File: src/rtl/sfbc_rx_pkg.sv
package sfbc_rx_pkg;
    localparam int SAMP_W    = 16;
    localparam int COMB_W    = SAMP_W + 2;
    localparam int BITS_W    = 6;
    localparam int NUM_LANES = 2;

    typedef struct packed {
        logic signed [SAMP_W-1:0] re;
        logic signed [SAMP_W-1:0] im;
    } samp_t;

    typedef struct packed {
        logic signed [COMB_W-1:0] re;
        logic signed [COMB_W-1:0] im;
    } comb_t;

    typedef enum logic [1:0] {
        ANT_NONE = 2'd0,
        ANT_ONE  = 2'd1,
        ANT_TWO  = 2'd2
    } ant_mode_e;

    typedef enum logic [1:0] {
        QAM4  = 2'd0,
        QAM16 = 2'd1,
        QAM64 = 2'd2
    } qam_e;

    function automatic ant_mode_e ant_decode(input logic [1:0] code);
        case (code)
            2'b01:   return ANT_ONE;
            2'b10:   return ANT_TWO;
            default: return ANT_NONE;
        endcase
    endfunction

    function automatic qam_e qam_decode(input logic [1:0] code);
        case (code)
            2'b01:   return QAM16;
            2'b10:   return QAM64;
            default: return QAM4;
        endcase
    endfunction

    function automatic comb_t widen(input samp_t s);
        comb_t c;
        c.re = COMB_W'(s.re);
        c.im = COMB_W'(s.im);
        return c;
    endfunction
endpackage

File: src/rtl/sfbc_pair_buffer.sv
module sfbc_pair_buffer
    import sfbc_rx_pkg::*;
(
    input  logic       clk,
    input  logic       rst,
    input  logic       in_valid,
    input  logic [1:0] ant_code,
    input  logic [1:0] mod_code,
    input  samp_t      y0,
    input  samp_t      y1,
    output logic       pair_valid,
    output logic       pair_dual,
    output qam_e       pair_mod,
    output samp_t      a0,
    output samp_t      b0,
    output samp_t      a1,
    output samp_t      b1,
    output logic       phase
);
    samp_t hold0, hold1;

    always_ff @(posedge clk) begin
        if (rst) begin
            pair_valid <= 1'b0;
            pair_dual  <= 1'b0;
            pair_mod   <= QAM4;
            a0 <= '0;
            b0 <= '0;
            a1 <= '0;
            b1 <= '0;
            hold0 <= '0;
            hold1 <= '0;
            phase <= 1'b0;
        end else begin
            pair_valid <= 1'b0;
            if (in_valid) begin
                case (ant_decode(ant_code))
                    ANT_ONE: begin
                        pair_valid <= 1'b1;
                        pair_dual  <= 1'b0;
                        pair_mod   <= qam_decode(mod_code);
                        a0         <= y0;
                        phase      <= 1'b0;
                    end
                    ANT_TWO: begin
                        if (!phase) begin
                            hold0 <= y0;
                            hold1 <= y1;
                            phase <= 1'b1;
                        end else begin
                            pair_valid <= 1'b1;
                            pair_dual  <= 1'b1;
                            pair_mod   <= qam_decode(mod_code);
                            a0         <= hold0;
                            a1         <= hold1;
                            b0         <= y0;
                            b1         <= y1;
                            phase      <= 1'b0;
                        end
                    end
                    default: phase <= 1'b0;
                endcase
            end
        end
    end
endmodule

File: src/rtl/sfbc_combiner.sv
module sfbc_combiner
    import sfbc_rx_pkg::*;
#(
    parameter int RECIP_Q  = 181,
    parameter int RECIP_SH = 8
) (
    input  logic  clk,
    input  logic  rst,
    input  logic  pair_valid,
    input  logic  pair_dual,
    input  qam_e  pair_mod,
    input  samp_t a0,
    input  samp_t b0,
    input  samp_t a1,
    input  samp_t b1,
    output logic  comb_valid,
    output qam_e  comb_mod,
    output logic  comb_dual,
    output comb_t x0,
    output comb_t x1
);
    localparam int SUM_W  = SAMP_W + 1;
    localparam int RQ_W   = $clog2(RECIP_Q + 1) + 1;
    localparam int PROD_W = SUM_W + RQ_W;
    localparam logic signed [RQ_W-1:0] RQ = RQ_W'(RECIP_Q);

    function automatic logic signed [COMB_W-1:0] scale(input logic signed [SUM_W-1:0] s);
        logic signed [PROD_W-1:0] p;
        p = PROD_W'(s) * PROD_W'(RQ);
        return COMB_W'(p >>> RECIP_SH);
    endfunction

    logic signed [SUM_W-1:0] s0_re, s0_im, s1_re, s1_im;
    comb_t x0_d, x1_d;

    always_comb begin
        s0_re = SUM_W'(a0.re) + SUM_W'(b1.re);
        s0_im = SUM_W'(a0.im) - SUM_W'(b1.im);
        s1_re = SUM_W'(b0.re) - SUM_W'(a1.re);
        s1_im = SUM_W'(b0.im) + SUM_W'(a1.im);
        if (pair_dual) begin
            x0_d.re = scale(s0_re);
            x0_d.im = scale(s0_im);
            x1_d.re = scale(s1_re);
            x1_d.im = scale(s1_im);
        end else begin
            x0_d = widen(a0);
            x1_d = '0;
        end
    end

    always_ff @(posedge clk) begin
        if (rst) begin
            comb_valid <= 1'b0;
            comb_mod   <= QAM4;
            comb_dual  <= 1'b0;
            x0 <= '0;
            x1 <= '0;
        end else begin
            comb_valid <= pair_valid;
            comb_mod   <= pair_mod;
            comb_dual  <= pair_dual;
            x0 <= x0_d;
            x1 <= x1_d;
        end
    end
endmodule

File: src/rtl/sfbc_slicer.sv
module sfbc_slicer
    import sfbc_rx_pkg::*;
#(
    parameter int LVL_UNIT = 4096
) (
    input  comb_t              x,
    input  qam_e               mod,
    output logic [BITS_W-1:0]  bits
);
    localparam logic signed [COMB_W-1:0] T2 = COMB_W'(2 * LVL_UNIT);
    localparam logic signed [COMB_W-1:0] T4 = COMB_W'(4 * LVL_UNIT);
    localparam logic signed [COMB_W-1:0] T6 = COMB_W'(6 * LVL_UNIT);
    localparam logic signed [COMB_W-1:0] N2 = COMB_W'(-2 * LVL_UNIT);
    localparam logic signed [COMB_W-1:0] N4 = COMB_W'(-4 * LVL_UNIT);
    localparam logic signed [COMB_W-1:0] N6 = COMB_W'(-6 * LVL_UNIT);

    function automatic logic at_least(input logic signed [COMB_W-1:0] v,
                                      input logic signed [COMB_W-1:0] t,
                                      input logic signed [COMB_W-1:0] nt);
        return (v >= t) || (v <= nt);
    endfunction

    logic si, sq, i2, q2, i4, q4, i6, q6;

    always_comb begin
        si = x.re[COMB_W-1];
        sq = x.im[COMB_W-1];
        i2 = at_least(x.re, T2, N2);
        q2 = at_least(x.im, T2, N2);
        i4 = at_least(x.re, T4, N4);
        q4 = at_least(x.im, T4, N4);
        i6 = at_least(x.re, T6, N6);
        q6 = at_least(x.im, T6, N6);
        case (mod)
            QAM16:   bits = {2'b00, si, sq, i2, q2};
            QAM64:   bits = {si, sq, i4, q4, (!i2 || i6), (!q2 || q6)};
            default: bits = {4'b0000, si, sq};
        endcase
    end
endmodule

File: src/rtl/sfbc_delayer.sv
module sfbc_delayer
    import sfbc_rx_pkg::*;
(
    input  logic              clk,
    input  logic              rst,
    input  logic              slc_valid,
    input  logic              slc_dual,
    input  qam_e              slc_mod,
    input  logic [BITS_W-1:0] bits_a,
    input  logic [BITS_W-1:0] bits_b,
    output logic              out_valid,
    output logic [BITS_W-1:0] out_bits,
    output qam_e              out_mod,
    output logic              pend_valid
);
    logic [BITS_W-1:0] pend_bits;

    always_ff @(posedge clk) begin
        if (rst) begin
            out_valid  <= 1'b0;
            out_bits   <= '0;
            out_mod    <= QAM4;
            pend_valid <= 1'b0;
            pend_bits  <= '0;
        end else if (slc_valid) begin
            out_valid  <= 1'b1;
            out_bits   <= bits_a;
            out_mod    <= slc_mod;
            pend_valid <= slc_dual;
            pend_bits  <= bits_b;
        end else if (pend_valid) begin
            out_valid  <= 1'b1;
            out_bits   <= pend_bits;
            pend_valid <= 1'b0;
        end else begin
            out_valid  <= 1'b0;
        end
    end
endmodule

File: src/rtl/sfbc_rx_detect.sv
module sfbc_rx_detect
    import sfbc_rx_pkg::*;
#(
    parameter int LVL_UNIT = 4096,
    parameter int RECIP_Q  = 181,
    parameter int RECIP_SH = 8
) (
    input  logic                     clk,
    input  logic                     rst,
    input  logic                     in_valid,
    input  logic [1:0]               ant_code,
    input  logic [1:0]               mod_code,
    input  logic signed [SAMP_W-1:0] y0_re,
    input  logic signed [SAMP_W-1:0] y0_im,
    input  logic signed [SAMP_W-1:0] y1_re,
    input  logic signed [SAMP_W-1:0] y1_im,
    output logic                     out_valid,
    output logic [BITS_W-1:0]        out_bits
);
    samp_t y0_s, y1_s;
    assign y0_s.re = y0_re;
    assign y0_s.im = y0_im;
    assign y1_s.re = y1_re;
    assign y1_s.im = y1_im;

    logic  pair_valid, pair_dual, buf_phase;
    qam_e  pair_mod;
    samp_t a0, b0, a1, b1;

    sfbc_pair_buffer u_buf (
        .clk(clk), .rst(rst), .in_valid(in_valid),
        .ant_code(ant_code), .mod_code(mod_code),
        .y0(y0_s), .y1(y1_s),
        .pair_valid(pair_valid), .pair_dual(pair_dual), .pair_mod(pair_mod),
        .a0(a0), .b0(b0), .a1(a1), .b1(b1), .phase(buf_phase)
    );

    logic  comb_valid, comb_dual;
    qam_e  comb_mod;
    comb_t comb_x0, comb_x1;

    sfbc_combiner #(.RECIP_Q(RECIP_Q), .RECIP_SH(RECIP_SH)) u_comb (
        .clk(clk), .rst(rst),
        .pair_valid(pair_valid), .pair_dual(pair_dual), .pair_mod(pair_mod),
        .a0(a0), .b0(b0), .a1(a1), .b1(b1),
        .comb_valid(comb_valid), .comb_mod(comb_mod), .comb_dual(comb_dual),
        .x0(comb_x0), .x1(comb_x1)
    );

    comb_t             lane_x    [NUM_LANES];
    logic [BITS_W-1:0] lane_bits [NUM_LANES];
    assign lane_x[0] = comb_x0;
    assign lane_x[1] = comb_x1;

    for (genvar g = 0; g < NUM_LANES; g++) begin : g_lane
        sfbc_slicer #(.LVL_UNIT(LVL_UNIT)) u_slc (
            .x(lane_x[g]), .mod(comb_mod), .bits(lane_bits[g])
        );
    end

    logic              slc_valid, slc_dual;
    qam_e              slc_mod;
    logic [BITS_W-1:0] slc_a, slc_b;

    always_ff @(posedge clk) begin
        if (rst) begin
            slc_valid <= 1'b0;
            slc_dual  <= 1'b0;
            slc_mod   <= QAM4;
            slc_a     <= '0;
            slc_b     <= '0;
        end else begin
            slc_valid <= comb_valid;
            slc_dual  <= comb_dual;
            slc_mod   <= comb_mod;
            slc_a     <= lane_bits[0];
            slc_b     <= lane_bits[1];
        end
    end

    logic dly_pend;
    qam_e dly_mod;

    sfbc_delayer u_dly (
        .clk(clk), .rst(rst),
        .slc_valid(slc_valid), .slc_dual(slc_dual), .slc_mod(slc_mod),
        .bits_a(slc_a), .bits_b(slc_b),
        .out_valid(out_valid), .out_bits(out_bits),
        .out_mod(dly_mod), .pend_valid(dly_pend)
    );
endmodule

File: config.mk
export PLATFORM = sky130hd
export DESIGN_NAME = sfbc_rx_detect
export DESIGN_NICKNAME = d
export VERILOG_FILES = /design/src/rtl/sfbc_rx_pkg.sv /design/src/rtl/sfbc_pair_buffer.sv /design/src/rtl/sfbc_combiner.sv /design/src/rtl/sfbc_slicer.sv /design/src/rtl/sfbc_delayer.sv /design/src/rtl/sfbc_rx_detect.sv
export SDC_FILE = /design/constraint.sdc
export NUM_CORES = 1
export LEC_CHECK = 0
export BUFFER_PORTS_ARGS = -buffer_cell sky130_fd_sc_hd__buf_4
export CAP_MARGIN = 5
export CORE_MARGIN = 8
export CORE_UTILIZATION = 40
export DETAILED_ROUTE_END_ITERATION = 6
export PLACE_DENSITY = 0.58
export SYNTH_ARGS = -nofsm -noshare
export SYNTH_HDL_FRONTEND = slang
export SYNTH_SLANG_ARGS = --single-unit
File: constraint.sdc
create_clock -name clk -period 6.75 [get_ports clk]
set_input_delay 0.3375 -clock clk [delete_from_list [all_inputs] [get_ports clk]]
set_output_delay 0.3375 -clock clk [all_outputs]
set_load 0.02 [all_outputs]
* Yosys cells after proc, flatten, opt, wreduce, memory -nomap -nowiden
Index checks and enable logic that the tools add are counted. Widths: inputs -> output; s select.
Cells by class: reductions and logical operators 28, add/sub/neg operators 4, $mul 4, order comparisons 24, equal/unequal tests 9, bitwise gates (word level) 4, multiplexer cells 21
Operator list (count):
- $ge 18x16->1 const B | 8
- $mul 17x9->26 const B | 4
- $ge 18x15->1 const B | 4
- $le 18x14->1 const B | 4
- $le 18x15->1 const B | 4
- $le 18x16->1 const B | 4
- $pmux 32 s2 | 1
- $mux 36 | 1
- $add 16x16->17 | 2
- $sub 16x16->17 | 2
- $mux 32 | 1
- $pmux 6 s2 | 2
- $logic_or 1x1->1 | 16
- $mux 6 | 2
- $pmux 2 s2 | 3
- $reduce_and 3->1 | 3
- $eq 2x1->1 const B | 4
- $eq 2x2->1 const B | 4
- $mux 1 | 6
- $mux 2 | 3
- $reduce_or 2->1 | 3
- $logic_not 1->1 | 4
- $not 1->1 | 4
- $pmux 1 s2 | 2
- 2 further kinds | 3
Storage, ports and cells: logic and storage cells 125, bits in registers 301, input bits 71

* Logic depth before layout (Yosys ltp)
Gate-level depths: netlist of run 1.
depth after elaboration 7, mapped depth 32, depth with buffers taken out 32

* Cells and area by module
From an unflattened synthesis of run 1, not the netlist that was laid out.
Unflattened totals: cells, all modules 2929, area, all modules 25179.1 um^2
By module, submodules not included:
- sfbc_combiner | times used 1, cells each 1869, area an instance 15919.0 um^2
- sfbc_pair_buffer | times used 1, cells each 871, area an instance 7479.7 um^2
- sfbc_delayer | times used 1, cells each 58, area an instance 675.6 um^2
- sfbc_slicer | times used 2, cells each 49, area an instance 320.3 um^2
- sfbc_rx_detect | times used 1, cells each 33, area an instance 464.2 um^2

* Least setup slack after synthesis of run 1
OpenSTA, ideal clock, no wires.
path kind reg2reg, from reg u_buf.a1[17] (netlist name), to reg u_comb.x1[35] (netlist name), clock period less this slack 6.612 ns, buffers on the path 0, arrival time 6.485 ns, cell stages (with the launch flop) 28, required time 6.622 ns, setup time 0.128 ns, setup slack 0.138 ns, cell sequence dfxtp_1 inv_1 ha_1 nor2b_1 o21ai_0 a21boi_1 o21ai_0 a21oi_1 a41o_1 o41a_1 a41oi_1 mux2_2 a2111o_1 ha_1 inv_1 fa_1 inv_1 fa_1 fa_1 ha_1 or3_1 o21ai_0 a31oi_1 a311o_1 a31oi_1 nor2b_1 xnor2_1 nor2_1
Between the ends: word-level cells in the longest chain between the ends 2
RTL lines:
- $sub 16x16->17 | RTL line sfbc_combiner.sv:39 | s1_re = SUM_W'(b0.re) - SUM_W'(a1.re);
- $mul 17x9->26 | RTL line sfbc_combiner.sv:29 | p = PROD_W'(s) * PROD_W'(RQ);
- to (signal assigned) | RTL line sfbc_combiner.sv:58 | x1 <= '0;
- to (signal assigned) | RTL line sfbc_combiner.sv:64 | x1 <= x1_d;
- to (decl) | RTL line sfbc_combiner.sv:20 | output comb_t x1
Every way passes these cells. A chain may end at the register's enable or synchronous reset.

* Worst setup path in the final report of run 1
from reg u_buf.a0[16] (netlist name), to reg u_comb.x0[35] (netlist name)
Between the ends: word-level cells in the longest chain between the ends 3
RTL lines:
- $add 16x16->17 | RTL line sfbc_combiner.sv:37 | s0_re = SUM_W'(a0.re) + SUM_W'(b1.re);
- $mul 17x9->26 | RTL line sfbc_combiner.sv:29
- $mux 36 | RTL line sfbc_combiner.sv:41 | if (pair_dual) begin
- to (signal assigned) | RTL line sfbc_combiner.sv:57 | x0 <= '0;
- to (signal assigned) | RTL line sfbc_combiner.sv:63 | x0 <= x0_d;
- to (decl) | RTL line sfbc_combiner.sv:19 | output comb_t x0,
Every way passes these cells.

==> summary.md, run 1 <==
| Metric | Value |
|---|---|
| Status | `finished clean` |
| Footprint of the multi-input gates | `about 16000 µm²` |
| N_diodes | `0` |
| Met1 usage in global routing | `22.4%` |
| Busiest grt layer | `met2` |
| Floorplan die width | `between 200 and 300 µm` |
| CTS tree | `yes` |
| Post-synth cell types | `76` |
| H-tree levels | `2` |
| Minimum clock period | `about 6.4 ns` |
| CTS Buf Count | `34` |
| Critical path's largest stage delay | `roughly 0.53 ns` |
| Global-route wire length before repair | `95100 µm` |
| Hold Buf Count CTS | `0` |
| Min-delay worst type | `in -> reg` |
| Starting Density | `roughly 40%` |
| FF-to-FF setup slack | `0.34 ns` |
| Die Y | `262 µm` |
| I/O Buffers | `just under 80` |
| VDD IR-drop max | `0.347 mV` |
| Syn Std Cell Area | `approximately 24000 µm²` |
| Asr flop ratio synth | `0%` |
| Slew Viols, Final | `0` |
| Grt ovf | `0` |
| Slowest-stage cell, CP | `fa_1` |
| FF/Latch Area | `slightly above 6000 µm²` |
| Root Driver | `clkbuf_16` |
| Most frequent CP cell | `inv_1` |
| Layout cell share with drive strength beyond 1 | `approximately 11%` |
| Top post-synthesis cells by count | `500 x inv_1, 386 x nand2_1, 340 x ha_1, 301 x dfxtp_1, 240 x a21oi_1` |
| Inst Count DP | `3694` |
| Worst reg2reg path depth | `29` |
| Worst setup endpoint | `u_comb.x0[35]$_SDFF_PP0_` |
| Worst-path clk slew | `roughly 0.060 ns` |
| Die Area | `~68000 µm²` |
| Number of synthesized flops with an enable pin | `0` |
| Cell count after synthesis | `2843` |
| Later-pin clock latency in the skew report | `~0.54 ns` |
| # rows | `90` |
| DR WL/cell | `15.1 µm` |
| Final setup TNS | `0 ns` |
| Area fraction of the dominant cell type after synthesis | `roughly a quarter` |
| Critical R2R Launch | `u_buf.a0[16]$_SDFFE_PP0P_` |
| Power Density | `around 280 nW/µm²` |
| Area contributors post-synth | `dfxtp_1 25%, ha_1 18%, fa_1 15%` |
| CP required | `around 7.2 ns` |
| Skew final | `between 0.015 and 0.02 ns` |
| Final setup vio count | `0` |
| Hold_ws | `0.0641 ns` |
| Vias | `between 15000 and 20000` |
| Slew HR | `~28%` |
| Worst hold stages | `3` |
| Post-Synthesis Net Count | `about 3400` |
| HPWL Detailed | `between 40000 and 50000 µm` |
| Layout Cells excl Fill | `between 3000 and 4000` |
| Fin crit share | `95.0%` |
| CP Launch Point | `u_buf.a0[16]$_SDFFE_PP0P_` |
| Largest net degree at the start of global routing | `approximately 100` |
| Worst-Margin Slew | `about 1.1 ns` |
| Main flop type after synthesis | `dfxtp_1` |
| Cell taking the most area after synthesis | `dfxtp_1` |
| Core footprint | `about 60000 µm²` |
| Reg2reg end | `u_comb.x0[35]$_SDFF_PP0_` |
| Avg Synthesized Cell Area | `between 8 and 9 µm²` |
| Kind of critical path | `reg -> reg` |
| Clock buffer depth | `3` |
| GP Congestion | `roughly 0.84` |
| Leak | `13.0 nW` |
| Crit start category | `flip-flop` |
| Post-synthesis sequential area ratio | `approximately a quarter` |
| Crit path DAT | `6.83 ns` |
| M3 GR Usage | `under 10%` |
| Clock sinks | `301` |
| Final net count | `3550` |
| GRT met2 Usage | `a little under 30%` |
| Vias in the first global route | `a little under 20000` |
| Max Fanout on Critical Path | `4` |
| Layout area overhead | `14.6%` |
| GRT Total Usage | `between 15 and 20%` |
| 1st-iter DRT viols | `around 850` |
| CP Capture Type | `flip-flop` |
| F_max | `~160 MHz` |
| Post-route ant nets | `0` |
| Avg Vias per Cell | `approximately 5` |
| Drt total wl | `56700 µm` |
| #FFs+latches synth | `roughly 300` |
| Ys Warns | `0` |
| Count leader, synth | `inv_1` |
| Initial antenna violation count | `3` |
| Io pins | `between 70 and 80` |
| Final Hold Fails | `0` |
| DR DRC count | `0` |
| First-pass detailed-route iteration total | `5` |
| Fillers | `around 5800` |
| Max Cap Viol | `0` |
==> placed cells by master (no fill, tap or decap), types with 8 or more instances in the layout <==
cell type / Yosys / final
nor2b_1: 31 / 28
nor2_1: 187 / 185
clkbuf_16: 0 / 35
or3_1: 8 / 8
nand2b_1: 21 / 19
buf_4: 0 / 175
a21oi_2: 3 / 19
nand4_1: 14 / 14
o21ai_0: 40 / 31
nand3_1: 23 / 21
a21o_1: 30 / 30
o21a_1: 18 / 18
fa_1: 176 / 172
and2_1: 16 / 15
mux2i_1: 62 / 62
nand2_1: 386 / 386
nor3_1: 37 / 37
a21oi_1: 240 / 222
ha_1: 340 / 329
xor2_1: 47 / 47
dfxtp_1: 301 / 295
xnor2_1: 85 / 80
nor4_1: 9 / 9
inv_1: 500 / 500
a211oi_1: 47 / 42
ha_2: 0 / 8
and3_1: 10 / 8
==> layout make-up <==
| class | instances | area share (%) |
|---|---|---|
| Clock buffer | 48 | 3.56 |
| Inverter | 501 | 6.80 |
| Timing Repair Buffer | 177 | 4.87 |
| Tap cell | 782 | 3.54 |
| Clock inverter | 8 | 0.281 |
| Multi-Input combinational cell | 1948 | 59.1 |
| Sequential cell | 301 | 21.8 |
==> sequential cells by signal, indices dropped and copies added, names as in the netlist, 6 cells and up <==
register         cells
u_buf.hold1         32
u_buf.hold0         32
u_comb.x1           36
slc_b                6
u_buf.b0            32
u_comb.x0           36
u_dly.pend_bits      6
slc_a                6
u_dly.out_bits       6
u_buf.a1            32
u_buf.a0            32
u_buf.b1            32
==> cell families (layout without fill, tap and decap cells) <==
family / count (synthesis) / after routing / synth area share [%]
DFF: 301 / 301 / 25.0
AOI/OAI and AO/OA: 468 / 468 / 12.2
and+or+nand+nor: 769 / 769 / 13.9
muxes: 63 / 63 / 2.62
xor gates and xnor gates: 132 / 132 / 4.79
buffers and inverters: 594 / 734 / 9.25
adders and majority gates: 516 / 516 / 32.2
==> per-stage QoR <==
| step | instance area (µm²) | total power, mW | worst slack [ns] | utilization [%] |
|---|---|---|---|---|
| after floorplan | 24100 | 4.81 | 0.138 | - |
| after global placement | 26000 | 5.68 | -0.0822 | 43.3 |
| after detailed placement | 26000 | 5.78 | -0.243 | 43.3 |
| after CTS | 27100 | 7.64 | 0.0113 | 45.2 |
| after global routing | 27600 | 8.38 | -0.0160 | 46.1 |
| final | 27600 | 7.65 | 0.339 | 46.1 |
==> layer usage <==
| metal | routed length [µm] | vias up |
|---|---|---|
| li1 | - | 9444 |
| met1 | 27200 | 9135 |
| met2 | 26700 | 252 |
| met3 | 2080 | 51 |
| met4 | 759 | 4 |
| met5 | 29 | - |
==> worst max-delay path, delay by kind of cell, from the launching register on <==
kind	cells	cell delay, ns
AO/OA/AOI/OAI	12	2.57
adder cells (fa/ha/maj)	7	2.49
flip-flops	1	0.33
buffers and inverters	5	0.30
AND/OR/NAND/NOR	5	0.61
==> power by group <==
| group | internal (mW) | switching (mW) | leakage (nW) |
|---|---|---|---|
| registers | 1.81 | 0.0244 | 2.44 |
| clock network | 1.05 | 0.749 | 0.518 |
| logic | 1.73 | 2.29 | 10.0 |
==> how the worst min path moves through the flow <==
| stage | slack, ns | end | startpoint |
|---|---|---|---|
| CTS | 0.04 | u_buf.hold0[12]$_SDFFE_PP0P_ | y0_im[12] |
| detailed placement | 0.43 | u_comb.comb_valid$_SDFF_PP0_ | u_buf.pair_valid$_SDFF_PP0_ |
| finish | 0.06 | u_buf.hold1[6]$_SDFFE_PP0P_ | y1_im[6] |
| global route | 0.06 | u_buf.hold1[10]$_SDFFE_PP0P_ | y1_im[10] |
| global placement | 0.42 | slc_dual$_SDFF_PP0_ | u_comb.comb_dual$_SDFF_PP0_ |
| floorplan | 0.41 | slc_dual$_SDFF_PP0_ | u_comb.comb_dual$_SDFF_PP0_ |
==> repair_timing <==
item / 4_1_cts / 5_1_grt
setup endpoints to repair: 12 / 26
setup buffers: 0 / 16
pin swaps: 1 / 62
resized for setup: 10 / 94
No activity file was read; power rests on OpenSTA's default activity.
==> run 2: changes to the inputs <==
--- a/config.mk
+++ b/config.mk
@@ -9,6 +9,7 @@
 export CAP_MARGIN = 5
 export CORE_MARGIN = 8
 export CORE_UTILIZATION = 40
+export CTS_BUF_LIST = sky130_fd_sc_hd__clkbuf_8
 export DETAILED_ROUTE_END_ITERATION = 6
 export PLACE_DENSITY = 0.58
 export SYNTH_ARGS = -nofsm -noshare
==> summary.md, run 2 (synthesis results as in run 1) <==
| Metric | Value |
|---|---|
| CP Capture Type | `flip-flop` |
| Fin crit share | `between 90% and 100%` |
| Die Y | `between 200 and 300 µm` |
| Initial antenna violation count | `6` |
| WP buf/inv | `5` |
| Most common cell after layout, fill and taps aside | `inv_1` |
| Most frequent cells in the layout | `510 x inv_1, 386 x nand2_1, 330 x ha_1` |
| Status | `finished clean` |
| Avg Vias per Cell | `4.99` |
| Final setup vio count | `0` |
| DR DRC count | `0` |
| HPWL Detailed | `roughly 44000 µm` |
| Io pins | `78` |
| Layout Cells excl Fill | `about 3900` |
| F_max | `around 160 MHz` |
| Critical path's largest stage delay | `around 0.53 ns` |
| Max Cap Viol | `0` |
| Vias in the first global route | `approximately 20000` |
| Later-pin clock latency in the skew report | `roughly 0.63 ns` |
| CP required | `just over 7 ns` |
| CTS Buf Count | `52` |
| Clock buffer depth | `3` |
| Slowest-stage cell, CP | `fa_1` |
| First-pass detailed-route iteration total | `5` |
| Layout area overhead | `17.7%` |
| 1st-iter DRT viols | `roughly 950` |
| Skew final | `about 0.025 ns` |
| Die Area | `around 68000 µm²` |
| Slew Viols, Final | `0` |
| Routed met1 length | `around 27000 µm` |
| Power Density | `271 nW/µm²` |
| Regs by FF count | `u_comb.x0: 36 flops, u_comb.x1: 36 flops` |
| Vias | `approximately 19000` |
| DR WL/cell | `between 10 and 15 µm` |
| Max Fanout on Critical Path | `4` |
| Min-delay worst type | `in -> reg` |
| Global-route wire length before repair | `97300 µm` |
| Worst-path clk slew | `0.08 ns` |
| Wire length on met3 | `2550 µm` |
| GRT Total Usage | `around 17%` |
| Most frequent CP cell | `inv_1` |
| I/O Buffers | `77` |
| Minimum clock period | `6.44 ns` |
| Clock sinks | `~300` |
| Met2 WL post-DR | `approximately 27000 µm` |
| Crit path DAT | `6.95 ns` |
| VDD IR-drop max | `~0.35 mV` |
| Post-route ant nets | `0` |
| Largest net degree at the start of global routing | `around 100` |
| Slew HR | `between 20% and 30%` |
| CP delay by family, top | `compound AO/OA/AOI/OAI gates` |
| Inst Count DP | `3694` |
| Leak | `roughly 13 nW` |
| Layout cell share with drive strength beyond 1 | `between 10% and 20%` |
| Crit start category | `flip-flop` |
| Final core occ | `~47%` |
| H-tree levels | `2` |
| Worst-Margin Slew | `around 1.1 ns` |
| Starting Density | `40.2%` |
| GP Congestion | `0.837` |
| Grt ovf | `0` |
| Top layer in use | `met5` |
| Drt total wl | `58000 µm` |
| Core footprint | `about 60000 µm²` |
| Kind of critical path | `reg -> reg` |
| Final net count | `between 3000 and 4000` |
| Root Driver | `clkbuf_8` |
| Floorplan die width | `262 µm` |
| # rows | `90` |
| Total Power | `between 7 and 8 mW` |
| Final Hold Fails | `0` |
| CTS tree | `yes` |
-- run 2: cell count changes in the layout (fill, tap and decap cells not counted), sizes merged --
| cell | before | now |
|---|---|---|
| inv | 502 | 511 |
| dlygate4sd3 | 0 | 68 |
| diode | 0 | 3 |
| clkbuf | 49 | 66 |
| clkinv | 4 | 10 |
| buf | 176 | 174 |
| bufinv | 1 | 4 |
-- run 2: layout make-up --
cell class                      count  area, µm²
Antenna cell                        3       7.51
Clock buffer                       65        895
Clock inverter                     26        229
Fill cell                        5794      31600
Inverter                          501       1880
Multi-Input combinational cell   1948      16400
Sequential cell                   301       6030
Tap cell                          782        978
Timing Repair Buffer              243       2010
-- run 2: tightest hold or removal path: stages --
cell	delay, ns
buf_4	0.12
nand2b_1	0.10
a21oi_1	0.06
-- run 2: routing by layer --
| metal | vias up | track usage [%] |
|---|---|---|
| li1 | 9620 | - |
| met1 | 9277 | 22.3 |
| met2 | 335 | 29.8 |
| met3 | 77 | 2.68 |
| met4 | 6 | 3.88 |
| met5 | - | 0 |
-- run 2: final timing paths --
kind              slack (ns)                          from                         to  cells past startpoint
setup / recovery        0.31     u_buf.a0[16]$_SDFFE_PP0P_   u_comb.x0[35]$_SDFF_PP0_                     29
hold / removal          0.04                      in_valid   u_buf.phase$_SDFFE_PP0P_                      3
setup reg to reg        0.31     u_buf.a0[16]$_SDFFE_PP0P_   u_comb.x0[35]$_SDFF_PP0_                     29
hold reg to reg         0.45  u_buf.hold1[29]$_SDFFE_PP0P_  u_buf.a1[29]$_SDFFE_PP0P_                      2
-- run 2: metrics by stage --
step / area, µm² / setup slack (ns) / hold slack (ns) / setup TNS, ns
2_1_floorplan: 24100 / 0.138 / 0.414 / 0
3_3_place_gp: 26000 / -0.0822 / 0.423 / -0.0987
3_5_place_dp: 26000 / -0.243 / 0.432 / -1.21
4_1_cts: 27900 / 0.00811 / 0.000107 / 0
5_1_grt: 28400 / -0.0412 / 0.0223 / -0.0988
6_report: 28400 / 0.310 / 0.0449 / 0
-- run 2: repair_timing --
item	4_1_cts	5_1_grt
hold endpoints to repair	122	0
buffers inserted	0	14
endpoints found under the setup margin	14	26
pin swaps	2	58
hold buffers	68	0
resized for setup	13	92
-- run 2: report_power, final --
group | internal (mW) | switching (mW)
Combinational | 1.75 | 2.31
Clock | 1.02 | 0.793
Sequential | 1.81 | 0.0246
Total | 4.58 | 3.12
